==> src/rtl/setup_cap_pkg.sv <==
package setup_cap_pkg;
  localparam int unsigned CTRL_READY_BIT   = 0;
  localparam int unsigned CTRL_CLR_OVR_BIT = 1;

  // status layout: [n-1:0] read mask, then lock, pending, overrun
  function automatic int unsigned st_lock_bit(input int unsigned n);
    return n;
  endfunction
  function automatic int unsigned st_pend_bit(input int unsigned n);
    return n + 1;
  endfunction
  function automatic int unsigned st_ovr_bit(input int unsigned n);
    return n + 2;
  endfunction
endpackage

==> src/rtl/setup_byte_asm.sv <==
module setup_byte_asm #(
  parameter int unsigned NUM_WORDS = 4,
  parameter int unsigned WORD_W    = 16,
  parameter int unsigned BYTE_W    = 8
) (
  input  logic                        clk_i,
  input  logic                        rst_ni,
  input  logic                        start_i,
  input  logic                        accept_i,
  input  logic                        vld_i,
  input  logic [BYTE_W-1:0]           data_i,
  output logic [NUM_WORDS*WORD_W-1:0] words_o,
  output logic                        done_o
);
  localparam int unsigned BPW   = WORD_W / BYTE_W;
  localparam int unsigned NB    = NUM_WORDS * BPW;
  localparam int unsigned IDX_W = $clog2(NB);

  logic             active_q;
  logic [IDX_W-1:0] idx_q;
  logic             wr_en;

  assign wr_en  = active_q && vld_i && !start_i;
  assign done_o = wr_en && (idx_q == IDX_W'(NB - 1));

  always_ff @(posedge clk_i or negedge rst_ni) begin
    if (!rst_ni) begin
      active_q <= 1'b0;
      idx_q    <= '0;
    end else if (start_i) begin
      active_q <= accept_i;
      idx_q    <= '0;
    end else if (wr_en) begin
      idx_q <= idx_q + 1'b1;
      if (done_o) active_q <= 1'b0;
    end
  end

  for (genvar w = 0; w < NUM_WORDS; w++) begin : g_word
    for (genvar b = 0; b < BPW; b++) begin : g_lane
      always_ff @(posedge clk_i or negedge rst_ni) begin
        if (!rst_ni)
          words_o[w*WORD_W + b*BYTE_W +: BYTE_W] <= '0;
        else if (wr_en && idx_q == IDX_W'(w*BPW + b))
          words_o[w*WORD_W + b*BYTE_W +: BYTE_W] <= data_i;
      end
    end
  end

  assert_drop_whole_R3: assert property (@(posedge clk_i) disable iff (!rst_ni)
    (start_i && !accept_i) |=> !active_q);
  assert_last_ends_R8: assert property (@(posedge clk_i) disable iff (!rst_ni)
    done_o |=> (!active_q && idx_q == '0));
endmodule

==> src/rtl/setup_read_track.sv <==
module setup_read_track #(
  parameter int unsigned NUM_WORDS = 4
) (
  input  logic                 clk_i,
  input  logic                 rst_ni,
  input  logic                 done_i,
  input  logic [NUM_WORDS-1:0] rd_hit_i,
  output logic [NUM_WORDS-1:0] mask_o,
  output logic                 locked_o
);
  logic captured_q;

  always_ff @(posedge clk_i or negedge rst_ni) begin
    if (!rst_ni) begin
      captured_q <= 1'b0;
      mask_o     <= '0;
    end else if (done_i) begin
      captured_q <= 1'b1;
      mask_o     <= '0;
    end else begin
      mask_o <= mask_o | rd_hit_i;
    end
  end

  assign locked_o = captured_q && !(&mask_o);

  assert_mask_grows_R7: assert property (@(posedge clk_i) disable iff (!rst_ni)
    !done_i |=> ((mask_o & $past(mask_o)) == $past(mask_o)));
  assert_capture_locks_R3: assert property (@(posedge clk_i) disable iff (!rst_ni)
    done_i |=> (locked_o && mask_o == '0));
  assert_single_hit_R9: assert property (@(posedge clk_i) disable iff (!rst_ni)
    ($onehot0(rd_hit_i) && !done_i) |=> ($countones(mask_o ^ $past(mask_o)) <= 1));
endmodule

==> src/rtl/setup_capture.sv <==
module setup_capture
  import setup_cap_pkg::*;
#(
  parameter int unsigned NUM_WORDS = 4,
  parameter int unsigned WORD_W    = 16,
  parameter int unsigned BYTE_W    = 8,
  parameter int unsigned ADDR_W    = $clog2(NUM_WORDS + 1)
) (
  input  logic              clk_i,
  input  logic              rst_ni,
  input  logic              setup_start_i,
  input  logic              byte_vld_i,
  input  logic [BYTE_W-1:0] byte_i,
  output logic              nack_o,
  input  logic [ADDR_W-1:0] reg_addr_i,
  input  logic              reg_rd_i,
  input  logic              reg_wr_i,
  input  logic [WORD_W-1:0] reg_wdata_i,
  output logic [WORD_W-1:0] reg_rdata_o
);
  localparam int unsigned CTRL_ADDR = NUM_WORDS;
  localparam int unsigned LOCK_BIT  = st_lock_bit(NUM_WORDS);
  localparam int unsigned PEND_BIT  = st_pend_bit(NUM_WORDS);
  localparam int unsigned OVR_BIT   = st_ovr_bit(NUM_WORDS);

  logic [NUM_WORDS*WORD_W-1:0] words;
  logic [NUM_WORDS-1:0]        rd_hit, mask;
  logic                        locked, done, drop;
  logic                        pend_q, ovr_q;
  logic                        ctrl_wr;
  logic [WORD_W-1:0]           status, rd_mux;

  assign drop    = setup_start_i && locked;
  assign ctrl_wr = reg_wr_i && reg_addr_i == ADDR_W'(CTRL_ADDR);

  setup_byte_asm #(.NUM_WORDS(NUM_WORDS), .WORD_W(WORD_W), .BYTE_W(BYTE_W)) u_asm (
    .clk_i, .rst_ni,
    .start_i (setup_start_i),
    .accept_i(!locked),
    .vld_i   (byte_vld_i),
    .data_i  (byte_i),
    .words_o (words),
    .done_o  (done)
  );

  for (genvar i = 0; i < NUM_WORDS; i++) begin : g_hit
    assign rd_hit[i] = reg_rd_i && reg_addr_i == ADDR_W'(i);
  end

  setup_read_track #(.NUM_WORDS(NUM_WORDS)) u_trk (
    .clk_i, .rst_ni,
    .done_i  (done),
    .rd_hit_i(rd_hit),
    .mask_o  (mask),
    .locked_o(locked)
  );

  always_ff @(posedge clk_i or negedge rst_ni) begin
    if (!rst_ni) begin
      pend_q <= 1'b0;
      ovr_q  <= 1'b0;
    end else begin
      if (done)                                      pend_q <= 1'b1;
      else if (ctrl_wr && reg_wdata_i[CTRL_READY_BIT]) pend_q <= 1'b0;
      if (drop)                                       ovr_q <= 1'b1;
      else if (ctrl_wr && reg_wdata_i[CTRL_CLR_OVR_BIT]) ovr_q <= 1'b0;
    end
  end

  assign nack_o = pend_q;

  always_comb begin
    status                     = '0;
    status[NUM_WORDS-1:0]      = mask;
    status[LOCK_BIT]           = locked;
    status[PEND_BIT]           = pend_q;
    status[OVR_BIT]            = ovr_q;
    rd_mux                     = '0;
    if (reg_addr_i == ADDR_W'(CTRL_ADDR)) rd_mux = status;
    for (int i = 0; i < NUM_WORDS; i++)
      if (reg_addr_i == ADDR_W'(i)) rd_mux = words[i*WORD_W +: WORD_W];
  end

  always_ff @(posedge clk_i or negedge rst_ni) begin
    if (!rst_ni)       reg_rdata_o <= '0;
    else if (reg_rd_i) reg_rdata_o <= rd_mux;
  end

  assert_words_held_R3: assert property (@(posedge clk_i) disable iff (!rst_ni)
    locked |=> $stable(words));
  assert_nack_after_last_R4: assert property (@(posedge clk_i) disable iff (!rst_ni)
    done |=> nack_o);
  assert_ready_release_R5: assert property (@(posedge clk_i) disable iff (!rst_ni)
    (ctrl_wr && reg_wdata_i[CTRL_READY_BIT] && !done) |=> !nack_o);
  assert_ovr_set_R6: assert property (@(posedge clk_i) disable iff (!rst_ni)
    drop |=> ovr_q);
  assert_ovr_sticky_R6: assert property (@(posedge clk_i) disable iff (!rst_ni)
    (ovr_q && !(ctrl_wr && reg_wdata_i[CTRL_CLR_OVR_BIT])) |=> ovr_q);
  assert_nack_rise_R8: assert property (@(posedge clk_i) disable iff (!rst_ni)
    $rose(nack_o) |-> $past(done));
endmodule

==> config.mk <==
export PLATFORM = sky130hd
export DESIGN_NAME = setup_capture
export DESIGN_NICKNAME = d
export VERILOG_FILES = /design/src/rtl/setup_cap_pkg.sv /design/src/rtl/setup_byte_asm.sv /design/src/rtl/setup_read_track.sv /design/src/rtl/setup_capture.sv
export SDC_FILE = /design/constraint.sdc
export NUM_CORES = 1
export LEC_CHECK = 0
export ABC_AREA = 1
export BUFFER_PORTS_ARGS = -buffer_cell sky130_fd_sc_hd__buf_2
export CAP_MARGIN = 20
export CORE_MARGIN = 4
export CORE_UTILIZATION = 54
export DETAILED_ROUTE_END_ITERATION = 16
export PLACE_DENSITY_LB_ADDON = 0.3
export SLEW_MARGIN = 0
export SYNTH_ARGS = -nofsm -noshare
export SYNTH_HDL_FRONTEND = slang
export SYNTH_SLANG_ARGS = --single-unit
export TNS_END_PERCENT = 1
==> constraint.sdc <==
create_clock -name clk_i -period 1.8 [get_ports clk_i]
set_input_delay 0.18 -clock clk_i [delete_from_list [all_inputs] [get_ports clk_i]]
set_output_delay 0.18 -clock clk_i [all_outputs]
set_load 0.005 [all_outputs]
==> impl_metrics.yaml, run 1 <==
power:
  power_density_nw_per_um2: 933
  vdd_drop_max_mv: 0.429
  p_leak_nw: 2.29
route:
  num_vias: 3145
  vias_per_cell: 5.39
  antenna_left: 0
  drt-pass1-iter-count: 5
  drc: 0
  totalWireLength_microns: 8780
  wl_per_cell_microns: 15.0
  dr.first_iter.drc_count: 185
setup_path:
  crit_family: "simple AND/OR/NAND/NOR gates"
  r2r_end: "u_trk.captured_q"
  reg2reg_depth: 5
  startpoint: "u_asm.idx_q[0]"
  path_class: "flop to flop"
  required_ps: 2050
  crit_chain: "ha_1 -> ha_1 -> nand2_1 -> inv_1 -> or2_2"
  reg2reg_from: "u_asm.idx_q[0]"
  endpoint: "u_trk.captured_q"
  cp_max_fo: 6
  end_kind: "flop"
  rrSetupSlack_ps: 290
  cp_slowest_stage_delay_ps: 410
  cpMostUsedCell: "ha_1"
  crit_buf_inv: 1
  path_depth: 5
  start_kind: "flop"
  crit_path_top_delay_cell: "dfrtp_1"
  arrival_ps: 1760
cells_and_area:
  register_area_sq_um: 2280
  nets: 519
  drive_gt1_frac: 0.190
  diodes: 0
  synthToLayoutAreaGrowth_pct: 10.3
  fillers: 647
  fin_util: 0.622
  multi_input_area_sq_um: 1600
cts:
  cts-resized-gates: 0
  cts_tree: "built"
  cts.htree.levels: 3
  clk_latency_ps: 360
  holdBufCountCts: 1
  cts.path.max_buffers: 2
  ctsRootBufferMaster: "clkbuf_8"
  numCtsBuffers: 9
  cts.sinks: 91
  clk_pin_slew_worst_paths_ps: 90
  postCtsSetupBuffers: 0
floorplan:
  die_w_microns: 95.5
  die_h_microns: 95.5
  core.rowCount: 31
  top_level_ports: 50
  core_sq_um: 7330
  start_util: 0.564
  die_area_sq_um: 9120
logic_synthesis:
  synth_top_area_frac: 0.551
  synth_area_sq_um: 4140
  synth_top_area_cell: "dfrtp_1"
  yosys_warnings: 0
  synth_cells: 442
  synth-seq-area-share: 0.551
  syn-num-nets: 481
  yosys_register_bits: 91
  synth-edff-count: 0
  async_flop_share: 1.00
  avgSynthCellArea_sq_um: 9.36
  netlist_top_cells_area: "dfrtp_1 55%, nand2_1 13%, o21ai_0 6.4%"
  ys_types: 26
  synth_ff_type: "dfrtp_1"
timing:
  max_slew_margin: 0.648
  tightestPinTransition_ps: 528
  final.min_clock_period_ps: 1510
  hold_slack_ps: 56.6
  fin_worst_skew_ps: 8.42
  finalSetupTns_ps: 0
  finalHoldViolCount: 0
  slew_violations: 0
  fin_crit_sh: 0.841
  setup_viol: 0
  rsz0062_at_grt: "false"
  fmax_ghz: 0.661
global_routing:
  antenna_found_initial: 0
  track_usage: 0.219
  grt_pass1_wl_microns: 15100
  grt_overflow: 0
  grt_pass1_vias: 3080
  grt_start_max_net_pins: 40
worst_hold_path:
  hold_class: "primary input to flop"
placement:
  dp_hpwl_microns: 5930
  place_congestion: 0.791
  portBuffers: 35
outcome:
  outcome: "finished clean"
run:
  maxCapViolCount: 0
## cell usage after synthesis, types with 2 or more instances
cell type    n
a21oi_1      2
a22oi_1      7
a22oi_2      9
buf_2        5
buf_4        2
buf_6        7
dfrtp_1     91
ha_1         6
inv_1       20
inv_2        9
nand2_1    143
nand2_2      4
nand3_1     20
nand3_2      2
nand3_4      8
nor2_1      19
o21a_1       2
o21ai_0     53
o21ai_1     26
## sequential cells by signal, indices dropped and copies added (netlist names)
signal / flops
reg_rdata_o: 16
u_asm.words_o: 64
u_trk.mask_o: 4
u_asm.idx_q: 3
nack_o: 1
ovr_q: 1
u_asm.active_q: 1
u_trk.captured_q: 1
## per-stage QoR
stage	setup slack [ps]	total power, mW	std cells	cell area (sq um)
2_1_floorplan	448	2.72	442	4140
5_1_grt	184	4.47	584	4560
3_3_place_gp	314	2.89	567	4360
6_report	286	4.26	584	4560
3_5_place_dp	292	2.92	567	4360
4_1_cts	284	4.28	584	4560
## area by class of cell
type | instances | share of cell area
inverter | 30 | 0.0258
sequential | 91 | 0.499
clock inverter | 5 | 0.0115
tap | 99 | 0.0272
clock buffer | 11 | 0.0310
multi-input combinational | 306 | 0.351
timing repair buffer | 42 | 0.0538
## cells by family after synthesis
| kind of cell | after synthesis | share of synthesized area |
|---|---|---|
| flip-flops | 91 | 0.551 |
| AO/OA/AOI/OAI | 100 | 0.143 |
| AND/OR/NAND/NOR | 200 | 0.226 |
| buffers and inverters | 45 | 0.0620 |
| adder cells (fa/ha/maj) | 6 | 0.0181 |
## how the worst min path moves through the flow
stage	slack (ps)	to	from	cells past startpoint
after floorplan	-120	nack_o	rst_ni	0
after global placement	190	nack_o	rst_ni	1
after detailed placement	190	nack_o	rst_ni	1
after CTS	50	u_asm.active_q	setup_start_i	3
after global routing	70	u_asm.active_q	setup_start_i	3
final	60	u_asm.active_q	setup_start_i	3
## worst min-delay path, delay by kind of cell
family	cells	cell delay, ps
AND/OR/NAND/NOR	2	100
buffers and inverters	1	100
## cell usage in the layout (no fill, tap or decap)
master / instances
nor3_1: 1
nand2_1: 143
nand3_4: 8
a21oi_1: 2
nand3_2: 2
buf_4: 6
buf_12: 1
clkbuf_1: 1
nand3_1: 20
a22oi_1: 7
inv_2: 9
clkbuf_8: 10
nand2_2: 4
o21ai_0: 53
dlygate4sd3_1: 1
nor2_1: 19
bufinv_16: 1
clkinvlp_4: 1
o21ai_1: 26
ha_1: 6
o21a_1: 2
a22oi_2: 9
dfrtp_1: 91
o22ai_1: 1
or2_2: 1
nor2_4: 1
inv_6: 1
nor2_8: 1
buf_2: 34
inv_1: 20
clkinv_2: 3
## metal layers
metal	vias to the layer above	global-route usage	part of all wire	wire, microns
met1	1522	0.306	0.47	4120
met4	0	0.0770	0.020	174
met5	-	0	0	0
li1	1528	-	-	-
met3	12	0.0505	0.060	524
met2	83	0.336	0.45	3970
## where the power goes
group	switching, mW	internal (mW)
clock network	0.709	0.674
registers	0.116	2.26
logic	0.307	0.191
No activity file was read; power rests on OpenSTA's default activity.
==> run 2, diff against run 1 <==
- ABC_AREA: 1 -> 0
- clock period: 1.8 -> 1.6 ns (I/O delays scaled with it)
==> impl_metrics.yaml, run 2 <==
timing:
  fin_crit_sh: 0.981
  setup_viol: 0
  fmax_ghz: 0.637
  final.min_clock_period_ps: 1570
  slew_violations: 0
  tightestPinTransition_ps: 494
  fin_worst_skew_ps: 10.4
  rsz0062_at_grt: "true"
  fin_ws_ps: 30.4
  finalHoldViolCount: 0
  max_slew_margin: 0.670
route:
  totalWireLength_microns: 9030
  antenna_left: 0
  vias_per_cell: 5.66
  wl_per_cell_microns: 18.3
  dr.first_iter.drc_count: 203
  drc: 0
  num_vias: 2784
  drt-pass1-iter-count: 4
setup_path:
  path_class: "flop to flop"
  cp_max_fo: 5
  required_ps: 1850
  end_kind: "flop"
  crit_path_top_delay_cell: "dfrtp_1"
  cpMostUsedCell: "ha_2"
  start_kind: "flop"
  reg2reg_depth: 4
  crit_chain: "ha_2 -> ha_2 -> and3_4 -> mux2_2"
  arrival_ps: 1820
  cp_slowest_stage_delay_ps: 410
logic_synthesis:
  synth-edff-count: 0
  ys_types: 40
  yosys_warnings: 0
  synth_top_area_frac: 0.538
  async_flop_share: 1.00
  netlist_top_cells_area: "dfrtp_1 54%, mux2_2 15%, nor2b_1 4.6%"
  syn-num-nets: 381
  avgSynthCellArea_sq_um: 12.4
  synth_most_common_cell: "dfrtp_1"
  synth_top_area_cell: "dfrtp_1"
  synth-seq-area-share: 0.538
  synth_ff_type: "dfrtp_1"
  yosys_register_bits: 91
  synth_commonest_cells: "91 x dfrtp_1, 57 x mux2_2, 31 x nor2b_1"
  synth_area_sq_um: 4240
  synth_cells: 342
cts:
  clk_pin_slew_worst_paths_ps: 90
  cts.sinks: 91
  numCtsBuffers: 9
  cts.htree.levels: 3
  cts_tree: "built"
  ctsRootBufferMaster: "clkbuf_8"
  cts.path.max_buffers: 2
  clk_latency_ps: 360
floorplan:
  die_area_sq_um: 9320
  top_level_ports: 50
  core.rowCount: 32
  start_util: 0.551
  core_sq_um: 7690
  die_h_microns: 96.6
  die_w_microns: 96.6
cells_and_area:
  fin_util: 0.627
  regMostFlops: "u_asm.words_o"
  reg_top3: "u_asm.words_o: 64 flops, reg_rdata_o: 16 flops, u_trk.mask_o: 4 flops"
  nets: 424
  mostFrequentLayoutCell: "dfrtp_1"
  final_area_sq_um: 4820
  final_cell_mix: "91 x dfrtp_1, 57 x mux2_2, 34 x buf_2, 31 x nor2b_1, 28 x o21ai_0"
  drive_gt1_frac: 0.395
  diodes: 0
  synthToLayoutAreaGrowth_pct: 13.9
  largest_reg_flops: 64
worst_hold_path:
  hold_class: "primary input to flop"
  holdPathStages: 2
global_routing:
  grt_start_max_net_pins: 92
  antenna_found_initial: 0
  track_usage: 0.212
  grt_overflow: 0
  grt_pass1_vias: 2911
  grt_pass1_wl_microns: 14700
placement:
  place_congestion: 0.808
  dp_hpwl_microns: 5770
  portBuffers: 35
  dp_slack_ps: 1.71
  place_area_sq_um: 4550
outcome:
  outcome: "finished clean"
power:
  vdd_drop_max_mv: 0.462
  power_density_nw_per_um2: 1080
  p_leak_nw: 2.24
run:
  maxCapViolCount: 0
==> run 2: cell types whose count changed after synthesis, sizes merged, moves of 7 or more <==
cell	delta
nand2	-146
mux2	+64
o21ai	-47
nor2b	+31
nand3	-24
inv	-23
a22oi	-16
a21oi	+14
nor2	-11
clkbuf	+9
o22ai	+9
a211oi	+7
==> run 2: repair_timing <==
action,CTS,global route
hold buffers,1,0
gates resized for setup,1,4
endpoints found under the setup margin,2,32
pin swaps,1,1
cloned,0,1
buffers inserted,2,3
endpoints found under the hold margin,91,0
==> run 2: cell type report <==
cell class                      instances  area, sq um
Fill cell                             628         2870
Clock inverter                          6         65.1
Tap cell                              102          128
Timing Repair Buffer                   50          343
Multi-Input combinational cell        226         1850
Sequential cell                        91         2280
Inverter                                7         26.3
Clock buffer                           10          138
==> run 2: worst paths after layout <==
kind                                   start                 to  slack (ps)
hold / removal                 setup_start_i     u_asm.idx_q[2]          50
setup / recovery              u_asm.idx_q[1]  u_asm.words_o[56]          30
min in group asynchronous             rst_ni     reg_rdata_o[5]         350
hold reg to reg            u_asm.words_o[21]  u_asm.words_o[21]         500
setup reg to reg              u_asm.idx_q[1]  u_asm.words_o[56]          30
max in group asynchronous             rst_ni  u_asm.words_o[48]         850
==> run 2: cell families (layout without fill, tap and decap cells) <==
family / count (synthesis) / in the layout / synth area share
adders and majority gates: 6 / 6 / 0.0177
buffers and inverters: 26 / 73 / 0.0316
and+or+nand+nor: 81 / 82 / 0.136
xor gates and xnor gates: 1 / 1 / 0.00207
muxes: 66 / 66 / 0.180
AOI/OAI and AO/OA: 71 / 71 / 0.0945
DFF: 91 / 91 / 0.538
==> run 2: metal layers <==
| layer | up-vias | track usage | share of wire |
|---|---|---|---|
| li1 | 1325 | - | - |
| met1 | 1401 | 0.278 | 0.44 |
| met2 | 48 | 0.358 | 0.50 |
| met3 | 10 | 0.0488 | 0.052 |
| met4 | 0 | 0.0491 | 0.012 |
| met5 | - | 0 | 0 |
==> run 2: critical path, delay by kind of cell (launching register included) <==
| family | cells | cell delay, ps |
|---|---|---|
| adders and majority gates | 2 | 430 |
| and+or+nand+nor | 1 | 280 |
| muxes | 1 | 340 |
| DFF | 1 | 410 |
==> run 2: stage by stage <==
stage          cells  hold WS, ps  total power, mW  TNS [ps]
2_1_floorplan    342         -136             3.40         0
3_3_place_gp     469          242             3.63         0
3_5_place_dp     469          245             3.69         0
4_1_cts          488         38.9             5.25         0
5_1_grt          492         53.1             5.50     -20.4
6_report         492         52.7             5.22         0
==> run 2: power by group <==
group | switching, mW | total (mW) | internal (mW)
Clock | 0.800 | 1.56 | 0.764
Sequential | 0.187 | 2.85 | 2.67
Combinational | 0.355 | 0.806 | 0.451
Total | 1.34 | 5.22 | 3.88
==> run 3, diff against run 2 <==
- SYNTH_HIERARCHICAL: default -> 1
==> impl_metrics.yaml, run 3 <==
floorplan:
  top_level_ports: 50
  die_h_microns: 96.1
  die_w_microns: 96.1
  start_util: 0.566
  die_area_sq_um: 9230
  core.rowCount: 31
  core_sq_um: 7410
logic_synthesis:
  synth_commonest_cells: "91 x dfrtp_1, 55 x mux2_2, 17 x inv_1"
  ys_types: 37
  synth_most_common_cell: "dfrtp_1"
  avgSynthCellArea_sq_um: 14.1
  netlist_top_cells_area: "dfrtp_1 54%, mux2_2 15%, mux2_4 5.7%"
  yosys_warnings: 6
  synth_cells: 297
  syn-num-nets: 336
  synth-edff-count: 0
  async_flop_share: 1.00
  synth_top_area_frac: 0.543
  synth_ff_type: "dfrtp_1"
  synth_area_sq_um: 4190
  yosys_register_bits: 91
  synth-seq-area-share: 0.543
  synth_top_area_cell: "dfrtp_1"
setup_path:
  crit_path_top_delay_cell: "dfrtp_1"
  arrival_ps: 1830
  end_kind: "flop"
  rrSetupSlack_ps: 10
  crit_chain: "inv_2 -> ha_1 -> nor2b_4 -> nor3b_4 -> buf_12 -> mux2_4"
  cp_max_fo: 8
  path_class: "flop to flop"
  start_kind: "flop"
  required_ps: 1840
  cp_slowest_stage_delay_ps: 420
  reg2reg_depth: 6
global_routing:
  antenna_found_initial: 0
  grt_pass1_wl_microns: 14100
  track_usage: 0.209
  grt_pass1_vias: 2722
  grt_start_max_net_pins: 92
  grt_overflow: 0
timing:
  finalHoldViolCount: 0
  rsz0062_at_grt: "true"
  fin_crit_sh: 0.991
  tightestPinTransition_ps: 470
  max_slew_margin: 0.687
  setup_viol: 0
  fmax_ghz: 0.631
  final.min_clock_period_ps: 1590
  slew_violations: 0
  fin_worst_skew_ps: 12.3
  fin_ws_ps: 14.7
route:
  totalWireLength_microns: 8740
  dr.first_iter.drc_count: 109
  drc: 0
  vias_per_cell: 5.72
  num_vias: 2609
  wl_per_cell_microns: 19.2
  drt-pass1-iter-count: 4
  antenna_left: 0
cts:
  clk_latency_ps: 350
  ctsRootBufferMaster: "clkbuf_8"
  cts.path.max_buffers: 2
  clk_pin_slew_worst_paths_ps: 90
  cts_tree: "built"
  cts.sinks: 91
  numCtsBuffers: 9
  cts.htree.levels: 3
outcome:
  outcome: "finished clean"
power:
  p_leak_nw: 2.44
  vdd_drop_max_mv: 0.841
  total_power_mw: 5.93
  power_density_nw_per_um2: 1190
cells_and_area:
  drive_gt1_frac: 0.465
  fillers: 527
  final_cell_mix: "91 x dfrtp_1, 47 x mux2_2, 34 x buf_2, 24 x mux2_4, 15 x nand2_1"
  regMostFlops: "u_asm/words_o"
  final_area_sq_um: 4990
  mostFrequentLayoutCell: "dfrtp_1"
  register_area_sq_um: 2280
  reg_top3: "u_asm/words_o: 64 flops, reg_rdata_o: 16 flops, u_trk/mask_o: 4 flops"
  synthToLayoutAreaGrowth_pct: 19.1
  nets: 391
  fin_util: 0.674
  multi_input_area_sq_um: 1800
  largest_reg_flops: 64
  diodes: 0
placement:
  place_congestion: 0.817
  dp_slack_ps: -57.1
  dp_hpwl_microns: 5550
  place_area_sq_um: 4630
  portBuffers: 35
worst_hold_path:
  hold_class: "primary input to flop"
  holdPathStages: 3
run:
  maxCapViolCount: 0
run 3: final cells by class:
type | count | share of cell area
clock inverters | 4 | 0.0241
well taps | 99 | 0.0248
clock buffers | 12 | 0.0311
inverters | 17 | 0.0135
flip-flops and latches | 91 | 0.456
multi-input cells | 176 | 0.361
repair buffers | 57 | 0.0893
run 3: per-layer routing:
layer / part of all wire / up-vias / GRT usage
met5: 0 / - / 0
met4: 0.017 / 0 / 0.0746
met3: 0.055 / 12 / 0.0594
met2: 0.50 / 60 / 0.336
met1: 0.43 / 1351 / 0.273
li1: - / 1186 / -
run 3: report_power, final:
| group | internal [mW] | switching [mW] | leakage (nW) | total [mW] |
|---|---|---|---|---|
| Clock | 1.28 | 0.786 | 0.137 | 2.07 |
| Combinational | 0.624 | 0.367 | 1.12 | 0.991 |
| Sequential | 2.67 | 0.207 | 1.18 | 2.88 |
| Total | 4.58 | 1.36 | 2.44 | 5.93 |
run 3: cell families (layout without fill, tap and decap cells):
group / Yosys count / after routing / synth area share
AO/OA/AOI/OAI: 44 / 44 / 0.0684
XOR/XNOR: 1 / 1 / 0.00209
multiplexers: 80 / 80 / 0.256
AND/OR/NAND/NOR: 45 / 45 / 0.0732
adder cells (fa/ha/maj): 6 / 6 / 0.0179
flip-flops: 91 / 91 / 0.543
buffers and inverters: 30 / 90 / 0.0388
run 3: critical path: cells and delay by family, from the launching register on:
kind                     cells  cell delay [ps]
flip-flops                   1              420
AND/OR/NAND/NOR              2              380
multiplexers                 1              310
buffers and inverters        2              250
adder cells (fa/ha/maj)      1              140
run 3: final timing paths:
| kind | start | to |
|---|---|---|
| worst max-delay path | u_asm/idx_q[0] | u_asm/words_o[7] |
| worst min-delay path | reg_wr_i | nack_o |
| worst max register to register | u_asm/idx_q[0] | u_asm/words_o[7] |
| worst min register to register | u_trk/captured_q | u_trk/captured_q |
| max in group asynchronous | rst_ni | u_asm/words_o[35] |
| min in group asynchronous | rst_ni | u_asm/words_o[13] |
run 3: metrics by stage:
step	cells	hold slack, ps	TNS (ps)
3_3_place_gp	436	242	0
6_report	456	106	0
5_1_grt	456	112	-322
3_5_place_dp	436	243	-351
2_1_floorplan	297	-136	0
4_1_cts	454	94.6	-149
run 3: what timing repair did:
| item | in CTS | in global routing |
|---|---|---|
| endpoints found under the setup margin | 8 | 25 |
| hold buffers | 1 | 0 |
| endpoints found under the hold margin | 91 | 0 |
| pin swaps | 0 | 1 |
| gates resized for setup | 2 | 13 |
| buffers inserted | 1 | 2 |
